File: src/rtl/irql_pkg.sv
// Package: shared constants and types for the interrupt request latch.
// Assumes two cascaded units of identical width.
package irql_pkg;

    typedef enum logic {
        UNIT_MST = 1'b0,
        UNIT_SLV = 1'b1
    } irql_unit_e;

    localparam int IRQL_NUNIT    = 2;
    localparam int IRQL_CASC_PIN = 2;

endpackage

File: src/rtl/irql_sync.sv
// Module: two-stage synchroniser for a vector of asynchronous lines.
// Assumes each line is quasi-static relative to the clock (no bus coherence).
module irql_sync #(
    parameter int W = 8
) (
    input  logic         clk,
    input  logic         rst_n,
    input  logic [W-1:0] async_i,
    output logic [W-1:0] sync_o
);

    logic [W-1:0] meta_q;
    logic [W-1:0] stab_q;

    // Two flops in series bring the lines into the clock domain.
    always_ff @(posedge clk) begin
        if (!rst_n) begin
            meta_q <= '0;
            stab_q <= '0;
        end else begin
            meta_q <= async_i;
            stab_q <= meta_q;
        end
    end

    assign sync_o = stab_q;

endmodule

File: src/rtl/irql_trig_reg.sv
// Module: per-unit trigger-mode registers with fixed edge-only lines.
// Assumes the read is combinational on the unit select; a write lands on the next edge.
module irql_trig_reg #(
    parameter int             NPIN   = 8,
    parameter logic [NPIN-1:0] MST_OK = 8'hF8,
    parameter logic [NPIN-1:0] SLV_OK = 8'hDE
) (
    input  logic            clk,
    input  logic            rst_n,
    input  logic            we_i,
    input  logic            unit_i,
    input  logic [NPIN-1:0] wdata_i,
    output logic [NPIN-1:0] rdata_o,
    output logic [NPIN-1:0] mst_lvl_o,
    output logic [NPIN-1:0] slv_lvl_o
);
    import irql_pkg::*;

    logic [NPIN-1:0] lvl_q [IRQL_NUNIT];

    for (genvar u = 0; u < IRQL_NUNIT; u++) begin : g_unit
        localparam logic [NPIN-1:0] ALLOW = (u == 0) ? MST_OK : SLV_OK;

        // Store the masked write data for the addressed unit.
        always_ff @(posedge clk) begin
            if (!rst_n) begin
                lvl_q[u] <= '0;
            end else if (we_i && (unit_i == 1'(u))) begin
                lvl_q[u] <= wdata_i & ALLOW;
            end
        end

        AST_RSVD_EDGE: assert property (@(posedge clk) disable iff (!rst_n)
            (lvl_q[u] & ~ALLOW) == '0);
        AST_TRIG_HOLD: assert property (@(posedge clk) disable iff (!rst_n)
            !(we_i && (unit_i == 1'(u))) |=> $stable(lvl_q[u]));
    end

    assign mst_lvl_o = lvl_q[UNIT_MST];
    assign slv_lvl_o = lvl_q[UNIT_SLV];
    assign rdata_o   = (unit_i == UNIT_SLV) ? lvl_q[UNIT_SLV] : lvl_q[UNIT_MST];

endmodule

File: src/rtl/irql_unit.sv
// Module: request register of one unit, edge or level per line.
// Assumes line_i is already synchronised; ack_vec_i is at most one-hot per line.
module irql_unit #(
    parameter int NPIN = 8
) (
    input  logic            clk,
    input  logic            rst_n,
    input  logic [NPIN-1:0] line_i,
    input  logic [NPIN-1:0] lvl_i,
    input  logic [NPIN-1:0] ack_vec_i,
    output logic [NPIN-1:0] req_o
);

    logic [NPIN-1:0] prev_q;
    logic [NPIN-1:0] req_q;
    logic [NPIN-1:0] req_nxt;

    for (genvar i = 0; i < NPIN; i++) begin : g_line
        logic rise, fall, set_b, clr_b;
        // Work out the set and clear terms of one line.
        always_comb begin
            rise  = line_i[i] & ~prev_q[i];
            fall  = ~line_i[i] & prev_q[i];
            set_b = rise | (line_i[i] & lvl_i[i]);
            clr_b = (fall & lvl_i[i]) | (ack_vec_i[i] & ~line_i[i]);
            req_nxt[i] = (req_q[i] | set_b) & ~clr_b;
        end
    end

    // Register the previous line value and the request bits.
    always_ff @(posedge clk) begin
        if (!rst_n) begin
            prev_q <= '0;
            req_q  <= '0;
        end else begin
            prev_q <= line_i;
            req_q  <= req_nxt;
        end
    end

    assign req_o = req_q;

    AST_EDGE_SET: assert property (@(posedge clk) disable iff (!rst_n)
        1'b1 |=> (($past(line_i & ~prev_q) & ~req_q) == '0));
    AST_EDGE_KEEP: assert property (@(posedge clk) disable iff (!rst_n)
        1'b1 |=> (($past(req_q & ~lvl_i & ~ack_vec_i) & ~req_q) == '0));
    AST_LVL_DROP: assert property (@(posedge clk) disable iff (!rst_n)
        1'b1 |=> (($past(lvl_i & prev_q & ~line_i) & req_q) == '0));
    AST_ACK_HIGH_KEEP: assert property (@(posedge clk) disable iff (!rst_n)
        1'b1 |=> (($past(req_q & ack_vec_i & line_i) & ~req_q) == '0));
    AST_ACK_ONEHOT: assert property (@(posedge clk) disable iff (!rst_n)
        $onehot0(ack_vec_i));

endmodule

File: src/rtl/irql_cascade.sv
// Module: turns a pending secondary request into a single pulse for the cascade line.
// Assumes slv_ack_i marks any acknowledge of a secondary line.
module irql_cascade (
    input  logic clk,
    input  logic rst_n,
    input  logic pend_i,
    input  logic slv_ack_i,
    output logic pulse_o
);

    logic raised_q;
    logic pulse_q;

    // Fire once per pending episode; an acknowledge re-arms the generator.
    always_ff @(posedge clk) begin
        if (!rst_n) begin
            raised_q <= 1'b0;
            pulse_q  <= 1'b0;
        end else begin
            pulse_q  <= pend_i & ~raised_q;
            raised_q <= (raised_q & ~slv_ack_i) | (pend_i & ~raised_q);
        end
    end

    assign pulse_o = pulse_q;

    AST_ONE_PULSE: assert property (@(posedge clk) disable iff (!rst_n)
        pulse_q |=> !pulse_q);
    AST_NO_REPULSE: assert property (@(posedge clk) disable iff (!rst_n)
        (raised_q && !slv_ack_i) |=> !pulse_q);

endmodule

File: src/rtl/irq_req_latch.sv
// Module: top of the two-unit interrupt request latch.
// Assumes lines are asynchronous; configuration and acknowledge are synchronous to clk.
module irq_req_latch #(
    parameter int             NPIN   = 8,
    parameter logic [NPIN-1:0] MST_OK = 8'hF8,
    parameter logic [NPIN-1:0] SLV_OK = 8'hDE,
    localparam int            PW     = $clog2(NPIN)
) (
    input  logic            clk,
    input  logic            rst_n,
    input  logic [NPIN-1:0] mst_pin_i,
    input  logic [NPIN-1:0] slv_pin_i,
    input  logic            cfg_we_i,
    input  logic            cfg_unit_i,
    input  logic [NPIN-1:0] cfg_wdata_i,
    output logic [NPIN-1:0] cfg_rdata_o,
    input  logic            ack_i,
    input  logic            ack_unit_i,
    input  logic [PW-1:0]   ack_pin_i,
    input  logic            slv_pending_i,
    output logic [NPIN-1:0] mst_req_o,
    output logic [NPIN-1:0] slv_req_o
);
    import irql_pkg::*;

    localparam logic [NPIN-1:0] CASC_BIT = {{(NPIN-1){1'b0}}, 1'b1} << IRQL_CASC_PIN;

    logic [NPIN-1:0] mst_sync, slv_sync, mst_line;
    logic [NPIN-1:0] mst_lvl, slv_lvl;
    logic [NPIN-1:0] ack_oh, mst_ack, slv_ack;
    logic            casc_pulse, slv_ack_any;

    irql_sync #(.W(NPIN)) u_sync_mst (
        .clk(clk), .rst_n(rst_n), .async_i(mst_pin_i), .sync_o(mst_sync));
    irql_sync #(.W(NPIN)) u_sync_slv (
        .clk(clk), .rst_n(rst_n), .async_i(slv_pin_i), .sync_o(slv_sync));

    irql_trig_reg #(.NPIN(NPIN), .MST_OK(MST_OK), .SLV_OK(SLV_OK)) u_trig (
        .clk(clk), .rst_n(rst_n), .we_i(cfg_we_i), .unit_i(cfg_unit_i),
        .wdata_i(cfg_wdata_i), .rdata_o(cfg_rdata_o),
        .mst_lvl_o(mst_lvl), .slv_lvl_o(slv_lvl));

    // Decode the acknowledge into per-unit one-hot vectors.
    always_comb begin
        ack_oh = '0;
        ack_oh[ack_pin_i] = 1'b1;
        slv_ack_any = ack_i && (ack_unit_i == UNIT_SLV);
        slv_ack = slv_ack_any ? ack_oh : '0;
        if (slv_ack_any)
            mst_ack = CASC_BIT;
        else if (ack_i)
            mst_ack = ack_oh;
        else
            mst_ack = '0;
    end

    irql_cascade u_casc (
        .clk(clk), .rst_n(rst_n), .pend_i(slv_pending_i),
        .slv_ack_i(slv_ack_any), .pulse_o(casc_pulse));

    // Merge the cascade pulse onto the primary cascade line.
    assign mst_line = mst_sync | (casc_pulse ? CASC_BIT : '0);

    irql_unit #(.NPIN(NPIN)) u_mst (
        .clk(clk), .rst_n(rst_n), .line_i(mst_line), .lvl_i(mst_lvl),
        .ack_vec_i(mst_ack), .req_o(mst_req_o));
    irql_unit #(.NPIN(NPIN)) u_slv (
        .clk(clk), .rst_n(rst_n), .line_i(slv_sync), .lvl_i(slv_lvl),
        .ack_vec_i(slv_ack), .req_o(slv_req_o));

    AST_CASC_EDGE_ONLY: assert property (@(posedge clk) disable iff (!rst_n)
        (mst_lvl & CASC_BIT) == '0);
    AST_SLV_ACK_CASC: assert property (@(posedge clk) disable iff (!rst_n)
        (slv_ack_any && !mst_line[IRQL_CASC_PIN]) |=> !mst_req_o[IRQL_CASC_PIN]);

endmodule

File: config.mk
export PLATFORM = sky130hd
export DESIGN_NAME = irq_req_latch
export DESIGN_NICKNAME = d
export VERILOG_FILES = /design/src/rtl/irql_pkg.sv /design/src/rtl/irql_sync.sv /design/src/rtl/irql_trig_reg.sv /design/src/rtl/irql_unit.sv /design/src/rtl/irql_cascade.sv /design/src/rtl/irq_req_latch.sv
export SDC_FILE = /design/constraint.sdc
export NUM_CORES = 1
export LEC_CHECK = 0
export ABC_AREA = 0
export BUFFER_PORTS_ARGS = -buffer_cell sky130_fd_sc_hd__buf_2
export CELL_PAD_IN_SITES_DETAIL_PLACEMENT = 1
export CELL_PAD_IN_SITES_GLOBAL_PLACEMENT = 1
export CORE_MARGIN = 2
export CORE_UTILIZATION = 46
export CTS_CLUSTER_DIAMETER = 100
export CTS_CLUSTER_SIZE = 28
export DETAILED_ROUTE_END_ITERATION = 7
export GPL_ROUTABILITY_DRIVEN = 0
export PLACE_DENSITY = 0.92
export RECOVER_POWER = 25
export SLEW_MARGIN = 20
export SYNTH_ARGS = -nofsm -noshare
export SYNTH_HDL_FRONTEND = slang
export SYNTH_HIERARCHICAL = 1
export SYNTH_SLANG_ARGS = --single-unit
File: constraint.sdc
create_clock -name clk -period 1.8 [get_ports clk]
set_input_delay 0.27 -clock clk [delete_from_list [all_inputs] [get_ports clk]]
set_output_delay 0.27 -clock clk [all_outputs]
set_load 0.1 [all_outputs]
=== After elaboration in Yosys (flattened, before gate mapping) ===
Memory sizes are Yosys's and may differ from the RTL's.
Cells that the tools add are included.

* Register bits after elaboration: 66
* Memory bits (writable): 14
* Input port bits: 34
* Output and inout bits: 24
* Logic and storage cells: 234
* Memories kept: 1

{| class="wikitable"
|+ Memories
! memory !! depth !! bits a word !! rd ports !! clocked after Yosys merged registers in !! wr ports !! RTL line !! source
|-
| u_trig.lvl_q || 2 || 7 || 2 || 0 || 2 || irql_trig_reg.sv:19 || <nowiki>logic [NPIN-1:0] lvl_q [IRQL_NUNIT];</nowiki>
|}

* $lt $le $gt $ge: 2
* Multiplexer cells: 16
* Bitwise gates (word level): 201
* Reduce and logical (&&, ||, !) cells: 4

{| class="wikitable"
|+ Operator list
! operator !! number
|-
| $and 1x1->1 || 94
|-
| $not 1->1 || 51
|-
| $or 1x1->1 || 51
|-
| $mux 8 || 4
|-
| $mux 7 || 2
|-
| $mux 1 || 8
|-
| $or 8x3->8 || 1
|-
| $and 1x1->1 const B || 4
|-
| $logic_and 1x1->1 || 4
|-
| $lt 3x4->1 const B || 1
|-
| $demux 1 s3 || 1
|-
| $ge 3x1->1 const B || 1
|-
| $mux 3 || 1
|}

=== Longest topological paths before layout ===
* Depth after elaboration: 10
* Depth in mapped cells: 4
* Depth with buffers taken out: 4

=== Modules after synthesis ===
The synthesis kept the hierarchy.

{| class="wikitable"
|+ By module, submodules not included
! module !! times used !! cells an instance !! area each (um^2) !! sequential area each (um^2)
|-
| irql_unit || 2 || 58 || 645.6 || 320.3
|-
| irql_sync || 2 || 33 || 446.7 || 320.3
|-
| irql_trig_reg || 1 || 51 || 570.5 || 330.3
|-
| irq_req_latch || 1 || 26 || 137.6 || 0.0
|-
| irql_cascade || 1 || 5 || 62.6 || 40.0
|}

=== Worst setup path after synthesis ===
Ideal clock, no wire load.

* Kind: input-to-output
* From: input cfg_unit_i
* To: output cfg_rdata_o[5]
* Data arrival time: 1,737 ps
* Required time: 1,530 ps
* Path slack: -207 ps
* Stages: 2
* Path buffers: 1
* Cells stage by stage: buf_6 > nor2b_1

* Cells in the longest elaborated chain, start to end: 1

{| class="wikitable"
|+ Ends and longest elaborated chain
! element !! RTL line !! source
|-
| start, declared || irq_req_latch.sv:14 || <nowiki>input logic cfg_unit_i,</nowiki>
|-
| $mux 8 || irql_trig_reg.sv:41 || <nowiki>assign rdata_o = (unit_i == UNIT_SLV) ? lvl_q[UNIT_SLV] : lvl_q[UNIT_MST];</nowiki>
|-
| end, declared || irq_req_latch.sv:16 || <nowiki>output logic [NPIN-1:0] cfg_rdata_o,</nowiki>
|}

Every way passes these cells.

==> impl_metrics.py <==
metrics = {
    "status": {
        "outcome": "completed",
    },
    "critical_path": {
        "cp-end-kind": "output port",
        "rrSetupSlack_ns": 0.87,
        "critPathKind": "reg -> out",
        "crit_required_ns": 1.53,
        "rr_startpoint": "u_trig/lvl_q[1][0]",
        "cp_max_fo": 2,
        "arrival_ns": 1.39,
        "critPathLaunchType": "flop",
        "timing.rr.end": "u_slv/req_o[1]",
        "reg2reg_depth": 2,
    },
    "drt": {
        "firstDrtPassIters": 4,
        "ant_nets": 0,
        "wl_met3_um": 306,
        "initialDrtViolationCount": 78,
        "wl_met1_mm": 2.618,
        "route.detailed.drc": 0,
        "post_drt_wl_per_cell_um": 16.01,
        "dr_wl_met2_mm": 3.413,
        "vias": 2014,
        "routed.top_layer": "met4",
        "viasPerCell": 4.948,
        "drt-total-wl_mm": 6.518,
    },
    "sta": {
        "drv_slew": 0,
        "relSlewSlack": 0.2910,
        "fin_crit_sh": 0.9216,
        "hold_viol_final": 0,
        "finalClockSkew_ns": 0.004093,
        "fmax_mhz": 602.8,
        "period_minus_slack_ns": 1.659,
        "setup_tns_ns": 0,
        "setup_viol": 0,
        "rsz0062_at_grt": "no",
        "worst_slew_pin_slew_ns": 1.064,
        "timing.hold.ws_ns": 0.1284,
    },
    "yosys": {
        "synthesis.instances": 264,
        "synth-seq-cells": 77,
        "yosys-top-cells-count": "dfxtp_1, nor2_1, and2_2",
        "synth.most_common_cell": "dfxtp_1",
        "ys.flop_type": "dfxtp_1",
        "synth-edff-count": 11,
        "yosysTopAreaCellShare": 0.4471,
        "synth_cell_types": 28,
        "syn_area_um2": 2955,
        "synthTopCellsByArea": "dfxtp_1, edfxtp_1, a221oi_2, and2_2, mux2i_1",
        "async_flop_share": 0,
        "synth_top_cell_by_area": "dfxtp_1",
        "synth_seq_area_share": 0.5588,
        "synth_warnings": 6,
        "postSynthAreaPerCell_um2": 11.19,
    },
    "finish": {
        "antenna-diode-count": 0,
        "fillerInstances": 717,
        "nets": 359,
        "seq_area_um2": 1652,
        "multi_input_area_um2": 1145,
        "finalNonFillerCells": 407,
        "drive_gt1_frac": 0.3576,
        "synthToLayoutAreaGrowth_pct": 16.30,
    },
    "job": {
        "timing.max_cap.violations": 0,
    },
    "clock_network": {
        "cts_root_buf": "clkbuf_8",
        "cts_tree": "built",
        "cts_hold_buf": 0,
        "ctsResizeCount": 0,
        "cts_made_buffers": 9,
        "post_cts.repair.setup_buffers": 0,
        "clock-sinks": 77,
        "clk_latency_ns": 0.35,
        "clockBufferDepth": 2,
        "clk_pin_slew_ns": 0.07,
        "htreeDepth": 3,
    },
    "grt": {
        "grt_pass1_vias": 2191,
        "grt_max_degree": 30,
        "antenna_found_initial": 0,
        "gr-total-overflow": 0,
        "grt_pass1_wl_mm": 10.69,
        "gr-usage-all-layers": 0.1989,
    },
    "power": {
        "cellLeakagePower_nw": 1.453,
        "ir_drop_v": 0.0004457,
        "power-per-cell-area_nw_per_um2": 1065,
    },
    "worst_hold_path": {
        "min_path_type": "in -> reg",
        "whs_endpoint": "u_sync_mst/meta_q[1]",
        "hold_path_startpoint": "mst_pin_i[1]",
        "min_path_cells": 2,
    },
    "die": {
        "initial_core_util": 0.4708,
        "core_um2": 6277,
        "io_pins": 58,
        "fp.dieH_um": 84.16,
        "dieArea_um2": 7082,
        "die_w_um": 84.16,
        "fp-row-count": 29,
    },
    "placement": {
        "placed_cells": 391,
        "dp_hpwl_mm": 4.573,
        "portBuffers": 55,
    },
}
## cell usage in the layout, fill, tap and decap left out, types with 2 or more instances in the layout
master     n
conb_1     6
clkbuf_8  10
dfxtp_1   66
and2_0     3
nor2_1    40
buf_2     54
inv_1     17
clkinv_2   2
nand2_1   12
mux2i_1   16
nor3_1     2
inv_2      2
nand3b_1   2
nand2b_1  19
mux2_4     4
and2_2    24
clkbuf_1   4
a221oi_2  16
and2_1     8
edfxtp_1  11
## stage by stage
stage | area, um2 | setup slack (ns) | utilization | power [mW]
floorplan | 2977 | 0.3261 | - | 2.356
CTS | 3445 | 0.1094 | 0.5487 | 3.697
global route | 3437 | 0.08896 | 0.5475 | 3.812
finish | 3437 | 0.1412 | 0.5475 | 3.661
detailed placement | 3257 | 0.3829 | 0.5188 | 2.470
global placement | 3257 | 0.3883 | 0.5188 | 2.450
## registers in the layout, summed over array words and instances (netlist names)
register and count:
u_slv/prev_q 8, u_mst/req_o 8, u_mst/prev_q 8, u_casc/raised_q 1
u_sync_slv/sync_o 8, u_sync_mst/meta_q 8, u_slv/req_o 8, u_trig/lvl_q 11
u_sync_mst/sync_o 8, u_casc/pulse_o 1, u_sync_slv/meta_q 8
## power breakdown
| part | internal (mW) | switching [mW] |
|---|---|---|
| combinational | 0.149 | 0.397 |
| sequential | 1.83 | 0.0555 |
| clock | 0.619 | 0.610 |
## cell type report
type	instances	area share
Inverter	19	0.02075
Clock inverter	3	0.005096
Sequential cell	77	0.4805
Tap cell	77	0.02803
Clock buffer	13	0.04951
Timing Repair Buffer	57	0.08300
Multi-Input combinational cell	161	0.3331
## cell families (layout without fill, tap and decap cells)
family	after synthesis	after routing	synth area share
simple gates	116	116	0.2159
flops	77	77	0.5589
compound gates	19	19	0.08933
buf+inv	31	92	0.06012
other cells	1	6	0.001269
mux	20	20	0.07451
## how the worst max path moves through the flow
stage                       startpoint             end  slack [ns]  cells past startpoint
floorplan                   cfg_unit_i  cfg_rdata_o[5]        0.33                      2
global placement            cfg_unit_i  cfg_rdata_o[3]        0.39                      3
detailed placement          cfg_unit_i  cfg_rdata_o[6]        0.38                      3
CTS                 u_trig/lvl_q[1][3]  cfg_rdata_o[4]        0.11                      2
global route        u_trig/lvl_q[1][3]  cfg_rdata_o[4]        0.09                      2
finish              u_trig/lvl_q[0][2]  cfg_rdata_o[3]        0.14                      2
## per-layer routing
| layer | track usage | vias to the layer above |
|---|---|---|
| li1 | - | 979 |
| met1 | 0.2134 | 971 |
| met2 | 0.3564 | 51 |
| met3 | 0.05310 | 13 |
| met4 | 0.1041 | 0 |
| met5 | 0 | - |
## worst max-delay path, stage by stage (launching register included)
cell	delay (ns)
edfxtp_1	0.45
mux2_4	0.30
buf_2	0.29
Note: power is estimated with default switching activity, not from simulation.
